## config.mk

```make
export PLATFORM = sky130hd
export DESIGN_NAME = trig_stamp_unit
export DESIGN_NICKNAME = d
export VERILOG_FILES = /design/src/rtl/ts_pkg.sv /design/src/rtl/ts_sync_edge.sv /design/src/rtl/ts_stamp_fifo.sv /design/src/rtl/ts_event_ctrl.sv /design/src/rtl/trig_stamp_unit.sv
export SDC_FILE = /design/constraint.sdc
export NUM_CORES = 1
export LEC_CHECK = 0
export CAP_MARGIN = 20
export CORE_ASPECT_RATIO = 0.5
export CORE_MARGIN = 3
export CORE_UTILIZATION = 54
export CTS_BUF_LIST = sky130_fd_sc_hd__clkbuf_4 sky130_fd_sc_hd__clkbuf_8 sky130_fd_sc_hd__clkbuf_16
export DETAILED_ROUTE_END_ITERATION = 10
export PLACE_DENSITY_LB_ADDON = 0.15
export SYNTH_ARGS = -nofsm -noshare
export SYNTH_HDL_FRONTEND = slang
export SYNTH_SLANG_ARGS = --single-unit
```

## constraint.sdc

```tcl
create_clock -name clk -period 12.1 [get_ports clk]
set_clock_uncertainty 0.15 [all_clocks]
set_input_delay 2.42 -clock clk [delete_from_list [all_inputs] [get_ports clk]]
set_output_delay 2.42 -clock clk [all_outputs]
set_load 0.02 [all_outputs]
```

## src/rtl/ts_pkg.sv

```systemverilog
package ts_pkg;
  localparam int STAMP_W = 64;
  localparam int WORD_W  = 32;
  localparam int N_CH    = 2;
  localparam int N_EVT   = 3;
  localparam int ADDR_W  = 3;

  typedef enum logic [ADDR_W-1:0] {
    ADR_C0_LO  = 3'd0,
    ADR_C0_HI  = 3'd1,
    ADR_C1_LO  = 3'd2,
    ADR_C1_HI  = 3'd3,
    ADR_EVENT  = 3'd4,
    ADR_MASK   = 3'd5,
    ADR_STATUS = 3'd6,
    ADR_SPARE  = 3'd7
  } reg_addr_e;

  localparam int EVT_PPS = 2;
endpackage

```

## src/rtl/ts_sync_edge.sv

```systemverilog
module ts_sync_edge #(
  parameter int SYNC_STAGES = 2
) (
  input  logic clk,
  input  logic rst_n,
  input  logic async_in,
  output logic rise
);
  logic [SYNC_STAGES:0] shreg;

  always_ff @(posedge clk or negedge rst_n) begin
    if (!rst_n) shreg <= '0;
    else        shreg <= {shreg[SYNC_STAGES-1:0], async_in};
  end

  assign rise = shreg[SYNC_STAGES-1] & ~shreg[SYNC_STAGES];

  // one input edge yields exactly one single-cycle capture strobe
  a_r2_single_edge: assert property (@(posedge clk) disable iff (!rst_n)
    rise |=> !rise);
endmodule

```

## src/rtl/ts_stamp_fifo.sv

```systemverilog
module ts_stamp_fifo
  import ts_pkg::*;
#(
  parameter int DEPTH = 4
) (
  input  logic               clk,
  input  logic               rst_n,
  input  logic               fifo_mode,
  input  logic               cap_stb,
  input  logic [STAMP_W-1:0] cap_time,
  input  logic               rd_lo,
  input  logic               rd_hi,
  output logic [WORD_W-1:0]  lo_word,
  output logic [WORD_W-1:0]  hi_word,
  output logic               not_empty
);
  localparam int PTR_W = (DEPTH > 1) ? $clog2(DEPTH) : 1;
  localparam int CNT_W = $clog2(DEPTH + 1);

  logic [STAMP_W-1:0] mem [DEPTH];
  logic [PTR_W-1:0]   wr_ptr, rd_ptr;
  logic [CNT_W-1:0]   count;
  logic [WORD_W-1:0]  hi_shadow;
  logic               empty, full, accept, pop, single_wr;

  function automatic logic [PTR_W-1:0] ptr_next(input logic [PTR_W-1:0] p);
    return (p == PTR_W'(DEPTH - 1)) ? '0 : p + 1'b1;
  endfunction

  assign empty     = (count == '0);
  assign full      = (count == CNT_W'(DEPTH));
  assign single_wr = !fifo_mode && cap_stb;
  assign accept    = fifo_mode && cap_stb && !full;
  assign pop       = rd_hi && !empty && !single_wr;

  always_ff @(posedge clk) begin
    if (single_wr)   mem[rd_ptr] <= cap_time;
    else if (accept) mem[wr_ptr] <= cap_time;
  end

  always_ff @(posedge clk or negedge rst_n) begin
    if (!rst_n) begin
      wr_ptr <= '0;
      rd_ptr <= '0;
      count  <= '0;
    end else if (single_wr) begin
      wr_ptr <= ptr_next(rd_ptr);
      count  <= CNT_W'(1);
    end else begin
      if (accept) wr_ptr <= ptr_next(wr_ptr);
      if (pop)    rd_ptr <= ptr_next(rd_ptr);
      count <= count + CNT_W'(accept) - CNT_W'(pop);
    end
  end

  always_ff @(posedge clk or negedge rst_n) begin
    if (!rst_n)     hi_shadow <= '0;
    else if (rd_lo) hi_shadow <= empty ? '0 : mem[rd_ptr][STAMP_W-1:WORD_W];
  end

  assign lo_word   = empty ? '0 : mem[rd_ptr][WORD_W-1:0];
  assign hi_word   = hi_shadow;
  assign not_empty = !empty;

  // occupancy never exceeds the queue depth
  a_r4_no_overflow: assert property (@(posedge clk) disable iff (!rst_n)
    count <= CNT_W'(DEPTH));
  // a capture into a full queue leaves occupancy unchanged
  a_r4_full_drop: assert property (@(posedge clk) disable iff (!rst_n)
    (fifo_mode && cap_stb && full && !rd_hi) |=> (count == $past(count)));
  // a high-half read removes exactly one entry
  a_r3_pop_one: assert property (@(posedge clk) disable iff (!rst_n)
    (fifo_mode && rd_hi && !empty && !cap_stb) |=> (count == $past(count) - 1'b1));
  // single-slot mode holds exactly one stamp after a capture
  a_r5_single_slot: assert property (@(posedge clk) disable iff (!rst_n)
    (!fifo_mode && cap_stb) |=> (count == CNT_W'(1)));
endmodule

```

## src/rtl/ts_event_ctrl.sv

```systemverilog
module ts_event_ctrl
  import ts_pkg::*;
(
  input  logic             clk,
  input  logic             rst_n,
  input  logic [N_EVT-1:0] evt_set,
  input  logic             wr_evt,
  input  logic             wr_mask,
  input  logic [N_EVT-1:0] wdata,
  output logic [N_EVT-1:0] evt_q,
  output logic [N_EVT-1:0] mask_q,
  output logic             irq_out
);
  logic [N_EVT-1:0] clr;

  assign clr = wr_evt ? wdata : '0;

  always_ff @(posedge clk or negedge rst_n) begin
    if (!rst_n) begin
      evt_q  <= '0;
      mask_q <= '0;
    end else begin
      evt_q <= (evt_q & ~clr) | evt_set;
      if (wr_mask) mask_q <= wdata;
    end
  end

  assign irq_out = |(evt_q & mask_q);

  // a write of ones clears those bits unless an event sets them
  a_r6_w1c: assert property (@(posedge clk) disable iff (!rst_n)
    (wr_evt && ((wdata & evt_set) == '0)) |=> ((evt_q & $past(wdata)) == '0));
  // every event leaves its bit set
  a_r6_set_sticks: assert property (@(posedge clk) disable iff (!rst_n)
    (|evt_set) |=> ((evt_q & $past(evt_set)) == $past(evt_set)));
  // with no event and no write the event word holds
  a_r6_hold: assert property (@(posedge clk) disable iff (!rst_n)
    (!wr_evt && (evt_set == '0)) |=> $stable(evt_q));
  // a cleared mask keeps the interrupt low
  a_r7_masked_quiet: assert property (@(posedge clk) disable iff (!rst_n)
    (mask_q == '0) |-> !irq_out);
endmodule

```

## src/rtl/trig_stamp_unit.sv

```systemverilog
module trig_stamp_unit
  import ts_pkg::*;
#(
  parameter int DEPTH       = 4,
  parameter int SYNC_STAGES = 2
) (
  input  logic               clk,
  input  logic               rst_n,
  input  logic [STAMP_W-1:0] time_now,
  input  logic [N_CH-1:0]    trig_in,
  input  logic               pps_in,
  input  logic               fifo_mode,
  input  logic [ADDR_W-1:0]  reg_addr,
  input  logic               reg_rd,
  input  logic               reg_wr,
  input  logic [WORD_W-1:0]  reg_wdata,
  output logic [WORD_W-1:0]  reg_rdata,
  output logic               irq_out
);
  logic [N_CH-1:0]   cap_rise;
  logic [N_CH-1:0]   ch_avail;
  logic [WORD_W-1:0] ch_lo [N_CH];
  logic [WORD_W-1:0] ch_hi [N_CH];
  logic [N_EVT-1:0]  evt_q, mask_q;
  logic [WORD_W-1:0] rd_mux;

  for (genvar c = 0; c < N_CH; c++) begin : g_ch
    logic rd_lo_c, rd_hi_c;

    assign rd_lo_c = reg_rd && (reg_addr == ADDR_W'(2 * c));
    assign rd_hi_c = reg_rd && (reg_addr == ADDR_W'(2 * c + 1));

    ts_sync_edge #(.SYNC_STAGES(SYNC_STAGES)) i_sync (
      .clk      (clk),
      .rst_n    (rst_n),
      .async_in (trig_in[c]),
      .rise     (cap_rise[c])
    );

    ts_stamp_fifo #(.DEPTH(DEPTH)) i_store (
      .clk       (clk),
      .rst_n     (rst_n),
      .fifo_mode (fifo_mode),
      .cap_stb   (cap_rise[c]),
      .cap_time  (time_now),
      .rd_lo     (rd_lo_c),
      .rd_hi     (rd_hi_c),
      .lo_word   (ch_lo[c]),
      .hi_word   (ch_hi[c]),
      .not_empty (ch_avail[c])
    );
  end

  ts_event_ctrl i_evt (
    .clk     (clk),
    .rst_n   (rst_n),
    .evt_set ({pps_in, cap_rise}),
    .wr_evt  (reg_wr && (reg_addr == ADR_EVENT)),
    .wr_mask (reg_wr && (reg_addr == ADR_MASK)),
    .wdata   (reg_wdata[N_EVT-1:0]),
    .evt_q   (evt_q),
    .mask_q  (mask_q),
    .irq_out (irq_out)
  );

  always_comb begin
    rd_mux = '0;
    case (reg_addr)
      ADR_C0_LO:  rd_mux = ch_lo[0];
      ADR_C0_HI:  rd_mux = ch_hi[0];
      ADR_C1_LO:  rd_mux = ch_lo[1];
      ADR_C1_HI:  rd_mux = ch_hi[1];
      ADR_EVENT:  rd_mux = WORD_W'(evt_q);
      ADR_MASK:   rd_mux = WORD_W'(mask_q);
      ADR_STATUS: rd_mux = WORD_W'(ch_avail);
      default:    rd_mux = '0;
    endcase
  end

  always_ff @(posedge clk or negedge rst_n) begin
    if (!rst_n)      reg_rdata <= '0;
    else if (reg_rd) reg_rdata <= rd_mux;
  end

  // the spare address always reads zero
  a_r8_spare_zero: assert property (@(posedge clk) disable iff (!rst_n)
    (reg_rd && reg_addr == ADR_SPARE) |=> (reg_rdata == '0));
  // a capture strobe always raises its channel's event bit
  a_r2_evt_follows: assert property (@(posedge clk) disable iff (!rst_n)
    cap_rise[0] |=> evt_q[0]);
endmodule

```

# Word-level counts from Yosys, hierarchy flattened
# Memory sizes are Yosys's and may differ from the RTL's.
# Cells that the tools add are included.
[word_totals] output_inout_bits=33 n_memories=2 regBits=122 inputBits=107 ramBits=512
[classes] bitwise_logic=10 muxes=32 n_eq_ne=12 addsub=8 n_reduce_logical=33
[mem_list] memory="g_ch[0].i_store.mem" words=4 width=64 rd=1 rd_clocked_by_memory_dff=0 wr=1 line_no="ts_stamp_fifo.sv:20" text="logic [STAMP_W-1:0] mem [DEPTH];"
[mem_list] memory="g_ch[1].i_store.mem" words=4 width=64 rd=1 rd_clocked_by_memory_dff=0 wr=1 line_no="ts_stamp_fifo.sv:20"
[op_table] cell="32-bit one-hot mux with 7 select lines" n=1
[op_table] cell="32-bit 2-to-1 mux" n=4
[op_table] cell="64-bit 2-to-1 mux" n=2
[op_table] cell="64-bit OR reduction" n=2
[op_table] cell="2-bit 2-to-1 mux" n=10
[op_table] cell="1-bit logical AND" n=16
[op_table] cell="3-bit equality test (second input constant)" n=5
[op_table] cell="1-bit 2-to-1 mux" n=12
[op_table] cell="3-bit logical NOT" n=3
[op_table] cell="3-bit 2-to-1 mux" n=3
[op_table] cell="2-bit by 1-bit adder with 2-bit output (second input constant)" n=4
[op_table] cell="2-bit equality test (second input constant)" n=4
[op_table] cell="1-bit logical NOT" n=7
[op_table] cell="3-bit by 1-bit adder with 3-bit output" n=2
[op_table] cell="3-bit bitwise AND" n=2
[op_table] cell="3-bit by 2-bit equality test with 1-bit output (second input constant)" n=2
[op_table] cell="3-bit by 1-bit subtractor with 3-bit output" n=2
[op_table] cell="1-bit NOT" n=4
[op_table] cell="2-bit AND reduction" n=2
[op_table] cell="2-bit nonzero test" n=2
[op_table] cell="3-bit by 1-bit equality test with 1-bit output (second input constant)" n=1
[op_table] cell="3-bit NOT" n=1
[op_table] cell="3-bit OR" n=1
[op_table] cell="3-bit OR reduction" n=1
[op_table] cell="1-bit bitwise AND" n=2

# Longest topological paths before layout
[depth] ltp_word=9 mapped_depth=14

# Cells and area by module
# A second synthesis with hierarchy kept.
[unflattened] cells_unflattened=1219 area_unflattened_um2=24742.5
[by_module_without_submodules] mod="ts_stamp_fifo (g_ch[1].i_store)" n_inst=1 seq_area_each_um2=8663.3 area_per_inst_um2=11055.6 cells_each=494
[by_module_without_submodules] mod="ts_stamp_fifo (g_ch[0].i_store)" n_inst=1 seq_area_each_um2=8663.3 area_per_inst_um2=11041.8 cells_each=491
[by_module_without_submodules] mod="trig_stamp_unit" n_inst=1 seq_area_each_um2=800.8 area_per_inst_um2=2235.9 cells_each=209
[by_module_without_submodules] mod="ts_event_ctrl" n_inst=1 seq_area_each_um2=150.1 area_per_inst_um2=231.5 cells_each=17
[by_module_without_submodules] mod="ts_sync_edge" n_inst=2 seq_area_each_um2=75.1 area_per_inst_um2=88.8 cells_each=4

# Worst setup path after synthesis
# No wires, ideal clock.
[synth_path] path_kind="input to register" start="input fifo_mode" end="memory g_ch[1].i_store.mem[0][0], enable pin" path_stages=3 slack_ps=3730 setup_ps=584 n_path_buf=0 arrival_ps=7636 path_cell_list="nand3b_1 or2_2 o32ai_1"
[synth_between] elab_chain_cells=7 word_cells_on_any_way=12
[synth_lines] item="from (decl)" line_no="trig_stamp_unit.sv:12" text="input logic fifo_mode,"
[synth_lines] item="1-bit logical AND (2 in a row)" line_no="ts_stamp_fifo.sv:33" text="assign accept = fifo_mode && cap_stb && !full;"
[synth_lines] item="1-bit 2-to-1 mux" line_no="ts_stamp_fifo.sv:38" text="else if (accept) mem[wr_ptr] <= cap_time;"
[synth_lines] item="1-bit 2-to-1 mux" line_no="ts_stamp_fifo.sv:37" text="if (single_wr) mem[rd_ptr] <= cap_time;"
[synth_lines] item="1-bit 2-to-1 mux (not written as such)" line_no="ts_stamp_fifo.sv:38"
[synth_lines] item="64-bit OR reduction (no line)"
[synth_lines] item="2-bit 2-to-1 mux (no line) or 1-bit 2-to-1 mux (tied branches)"
[synth_lines] item="to (decl)" line_no="ts_stamp_fifo.sv:20"
# Parallel ways exist; a longest one is shown, timed or not.

# Final worst setup path
[layout_path] start="input fifo_mode" end="memory g_ch[0].i_store.mem[0][60], enable pin"
[layout_between] elab_chain_cells=7 word_cells_on_any_way=12
[layout_lines] item="1-bit logical AND (2 in a row)" line_no="ts_stamp_fifo.sv:33"
[layout_lines] item="1-bit 2-to-1 mux" line_no="ts_stamp_fifo.sv:38"
[layout_lines] item="1-bit 2-to-1 mux" line_no="ts_stamp_fifo.sv:37"
[layout_lines] item="1-bit 2-to-1 mux (not written as such)" line_no="ts_stamp_fifo.sv:38"
[layout_lines] item="64-bit OR reduction (no line)"
[layout_lines] item="2-bit 2-to-1 mux (no line) or 1-bit 2-to-1 mux (tied branches)"
[layout_lines] item="to (decl)" line_no="ts_stamp_fifo.sv:20"
# Parallel ways exist; a longest one is shown, timed or not.

==> impl_summary.txt <==
----------------------------------------------------
[Timing]
  Min Tclk post-route ... 5.16 ns
  Sum of negative setup slack ... 0 ns
  Final setup violating endpoints ... 0
  Transition time at the pin with the least slew margin ... 1.08 ns
  Final period util ... 42.7%
  Hold_ws ... 0.204 ns
  Fin. max-slew vios ... 0
  Maximum operating frequency ... 194 MHz
  Max transition margin ... 28.2%
  Hold Fails Final Rpt ... 0
  Setup repair after global routing missed its margin ... false

[Clock network]
  Clk Tree Root Cell ... sky130_fd_sc_hd__clkbuf_16
  Hold buffer count at cts ... 0
  CTS tree ... built
  Post-CTS setup buffer count ... 0
  Post-CTS clock slew at the launch and capture registers of the worst setup and hold paths ... 0.06 ns
  Clock sink count ... 634
  CTS Buf Count ... 54
  Worst-skew pair later-pin latency ... 0.58 ns
  Maximum number of buffers from clock root to sink ... 3
  Post-cts repair resize count ... 0
  H-tree depth ... 2

[Place]
  Total of buffers placed on input and output ports ... 110
  HPWL reported at the end of detailed placement ... 29.5 mm
  Total placed instance area ... 25900 sq um
  Final RePlAce weighted congestion ... 0.772

[Logic synthesis]
  Nets in the synthesized netlist ... 1262
  Number of enable-type register cells in the synthesized netlist ... 512
  Flip-flop and latch count after synthesis ... 634
  Number of synthesis warnings ... 0
  Share of synthesized flip-flops with an asynchronous set or reset ... 19.2%
  Cell variety after synth ... 48
  Number of standard cells after synthesis ... 1145
  Count leader, synth ... sky130_fd_sc_hd__edfxtp_1
  Sequential element share of the synthesized area ... 76.6%
  Post-Synthesis Cell Area ... 24000 sq um
  Synth Area per Inst ... 21.0 sq um
  Cells taking the most area after synthesis ... sky130_fd_sc_hd__edfxtp_1, sky130_fd_sc_hd__dfrtp_1, sky130_fd_sc_hd__mux4_2, sky130_fd_sc_hd__a22o_1, sky130_fd_sc_hd__mux2i_1
  Most common flop cell mapped by yosys ... sky130_fd_sc_hd__edfxtp_1
  Post-synth top area share ... 63.9%
  Cell accounting for the most synthesized area ... sky130_fd_sc_hd__edfxtp_1
  Commonest cells post-synth ... sky130_fd_sc_hd__edfxtp_1, sky130_fd_sc_hd__mux4_2, sky130_fd_sc_hd__dfrtp_1, sky130_fd_sc_hd__a22o_1, sky130_fd_sc_hd__nor2_1

[Routing]
  Wire length per cell after detailed routing ... 28.2 um
  Vias after detailed routing ... 11900
  1st-pass router iterations ... 5
  Routed via count divided by cell count ... 6.30
  Drc violations ... 0
  Antenna-violating nets left ... 0
  Total routed wirelength ... 53.3 mm
  DRT iter0 DRCs ... 1123

[Power]
  Power after layout ... 0.00602 W
  Power density cells ... 217 nW/um^2
  Leak pwr ... 9.39 nW
  Maximum resistive drop on vdd ... 0.123 mV

[Finish]
  Fraction of layout cells with a size suffix above 1 ... 21.6%
  End-of-flow core utilization ... 64.6%
  Area growth, synth to finish ... 15.4%
  Final-stage net count ... 1385
  Number of inserted diodes ... 0
  Total non-filler cell area in the finished layout ... 27700 sq um

[Die]
  Top Ports ... 140
  Die X ... 304 um
  Vertical die dimension ... 155 um
  Initial Util ... 56.0%
  Full die area ... 47300 sq um
  Site row count ... 53
  Core Box Area ... 43000 sq um

[Critical path]
  Crit path max fanout ... 51
  Type of the setup path with the least slack ... input pin to flip-flop
  Startpoint type of the worst setup path ... input pin
  Critical path cell sequence ... clkdlybuf4s50_1, o311ai_0, inv_1, nand2b_1, o32ai_4, buf_4
  Data arrival time at the worst-slack endpoint ... 5.22 ns
  Capturing element type of the critical path ... flip-flop
  Data required time of the critical path ... 12.15 ns
  Peak per-stage delay on the critical path ... 0.87 ns
  Slowest-stage cell, CP ... sky130_fd_sc_hd__buf_4

[Global routing]
  Gr ovfl total ... 0
  Global router's overall resource usage ... 23.2%
  Number of global-route vias before repair ... 12500
  Number of antenna violations at the first check in global routing ... 2
  Largest net degree at the start of global routing ... 73
  First-pass GRT wire length ... 80.9 mm

[Flow run]
  Count of max-cap constraint violations ... 0

[Hold path]
  Class of the worst hold path ... flip-flop to flip-flop

[Outcome]
  Run status ... finished clean

----------------------------------------------------
sequential cells by signal, indices dropped and copies added (netlist names):
| signal | flops |
|---|---|
| g_ch.i_sync.shreg | 6 |
| g_ch.i_store.hi_word | 64 |
| reg_rdata | 32 |
| g_ch.i_store.rd_ptr | 4 |
| i_evt.evt_q | 3 |
| g_ch.i_store.mem | 512 |
| g_ch.i_store.wr_ptr | 4 |
| g_ch.i_store.count | 6 |
| i_evt.mask_q | 3 |
stage by stage:
stage / instances / setup slack [ns]
global placement: 1788 / 6.38
detailed placement: 1789 / 6.30
finish: 1890 / 6.94
CTS: 1890 / 6.93
global route: 1890 / 6.76
floorplan: 1145 / 3.73
worst max-delay path, delay by kind of cell:
kind	cells	cell delay (ns)
AOI/OAI and AO/OA	2	0.88
buffers and inverters	3	1.68
and+or+nand+nor	1	0.17
placed cells by master, fill, tap and decap left out, types with 5 or more instances in the layout:
cell type	instances
sky130_fd_sc_hd__a221oi_1	30
sky130_fd_sc_hd__a22o_1	64
sky130_fd_sc_hd__buf_4	27
sky130_fd_sc_hd__clkbuf_16	57
sky130_fd_sc_hd__clkbuf_4	12
sky130_fd_sc_hd__clkbuf_8	13
sky130_fd_sc_hd__clkdlybuf4s50_1	108
sky130_fd_sc_hd__clkinv_1	6
sky130_fd_sc_hd__clkinv_2	10
sky130_fd_sc_hd__dfrtp_1	118
sky130_fd_sc_hd__edfxtp_1	512
sky130_fd_sc_hd__ha_1	8
sky130_fd_sc_hd__inv_1	16
sky130_fd_sc_hd__mux2_2	7
sky130_fd_sc_hd__mux2i_1	34
sky130_fd_sc_hd__mux4_2	128
sky130_fd_sc_hd__nand2_1	12
sky130_fd_sc_hd__nand2b_1	5
sky130_fd_sc_hd__nor2_1	39
sky130_fd_sc_hd__o2bb2ai_1	29
metal layers:
metal	wire [um]	share of wire [%]	global-route usage, %
met2	26300	49	38.0
met3	3620	6.8	3.86
met4	1180	2.2	5.50
met1	22200	42	33.3
met5	22	0.041	0
cell families after synthesis:
logic type	synth area share, %
flops	76.6
mux	13.8
compound gates	5.37
buf+inv	1.70
simple gates	1.80
fa+ha+maj	0.583
xor+xnor	0.146
path summary, 6_finish.rpt:
check / start / endpoint / slack [ns] / depth (start not counted)
min in group asynchronous: rst_n / reg_rdata[9]$_DFFE_PN0P_ / 1.72 / 1
hold reg to reg: g_ch[0].i_sync.shreg[0]$_DFF_PN0_ / g_ch[0].i_sync.shreg[1]$_DFF_PN0_ / 0.20 / 0
setup reg to reg: g_ch[0].i_store.rd_ptr[0]$_DFFE_PN0P_ / g_ch[0].i_store.mem[3][39]$_DFFE_PP_ / 8.66 / 5
setup / recovery: fifo_mode / g_ch[0].i_store.mem[0][60]$_DFFE_PP_ / 6.94 / 6
max in group asynchronous: rst_n / g_ch[1].i_store.hi_word[22]$_DFFE_PN0P_ / 8.79 / 2
hold / removal: g_ch[0].i_sync.shreg[0]$_DFF_PN0_ / g_ch[0].i_sync.shreg[1]$_DFF_PN0_ / 0.20 / 0
area by class of cell:
cell class	instances	area [sq um]
Inverter	17	63.8
Sequential cell	634	18400
Fill cell	2871	15200
Multi-Input combinational cell	423	5350
Clock buffer	82	1700
Timing Repair Buffer	138	1320
Clock inverter	19	163
Tap cell	577	722
power breakdown:
part / total (W) / internal [W] / leakage (nW) / switching [W]
logic: 0.00128 / 0.000666 / 2.26 / 0.000618
clock network: 0.00178 / 0.00103 / 0.942 / 0.000751
registers: 0.00296 / 0.00270 / 6.19 / 0.000258
Note: power is estimated with default switching activity, not from simulation.
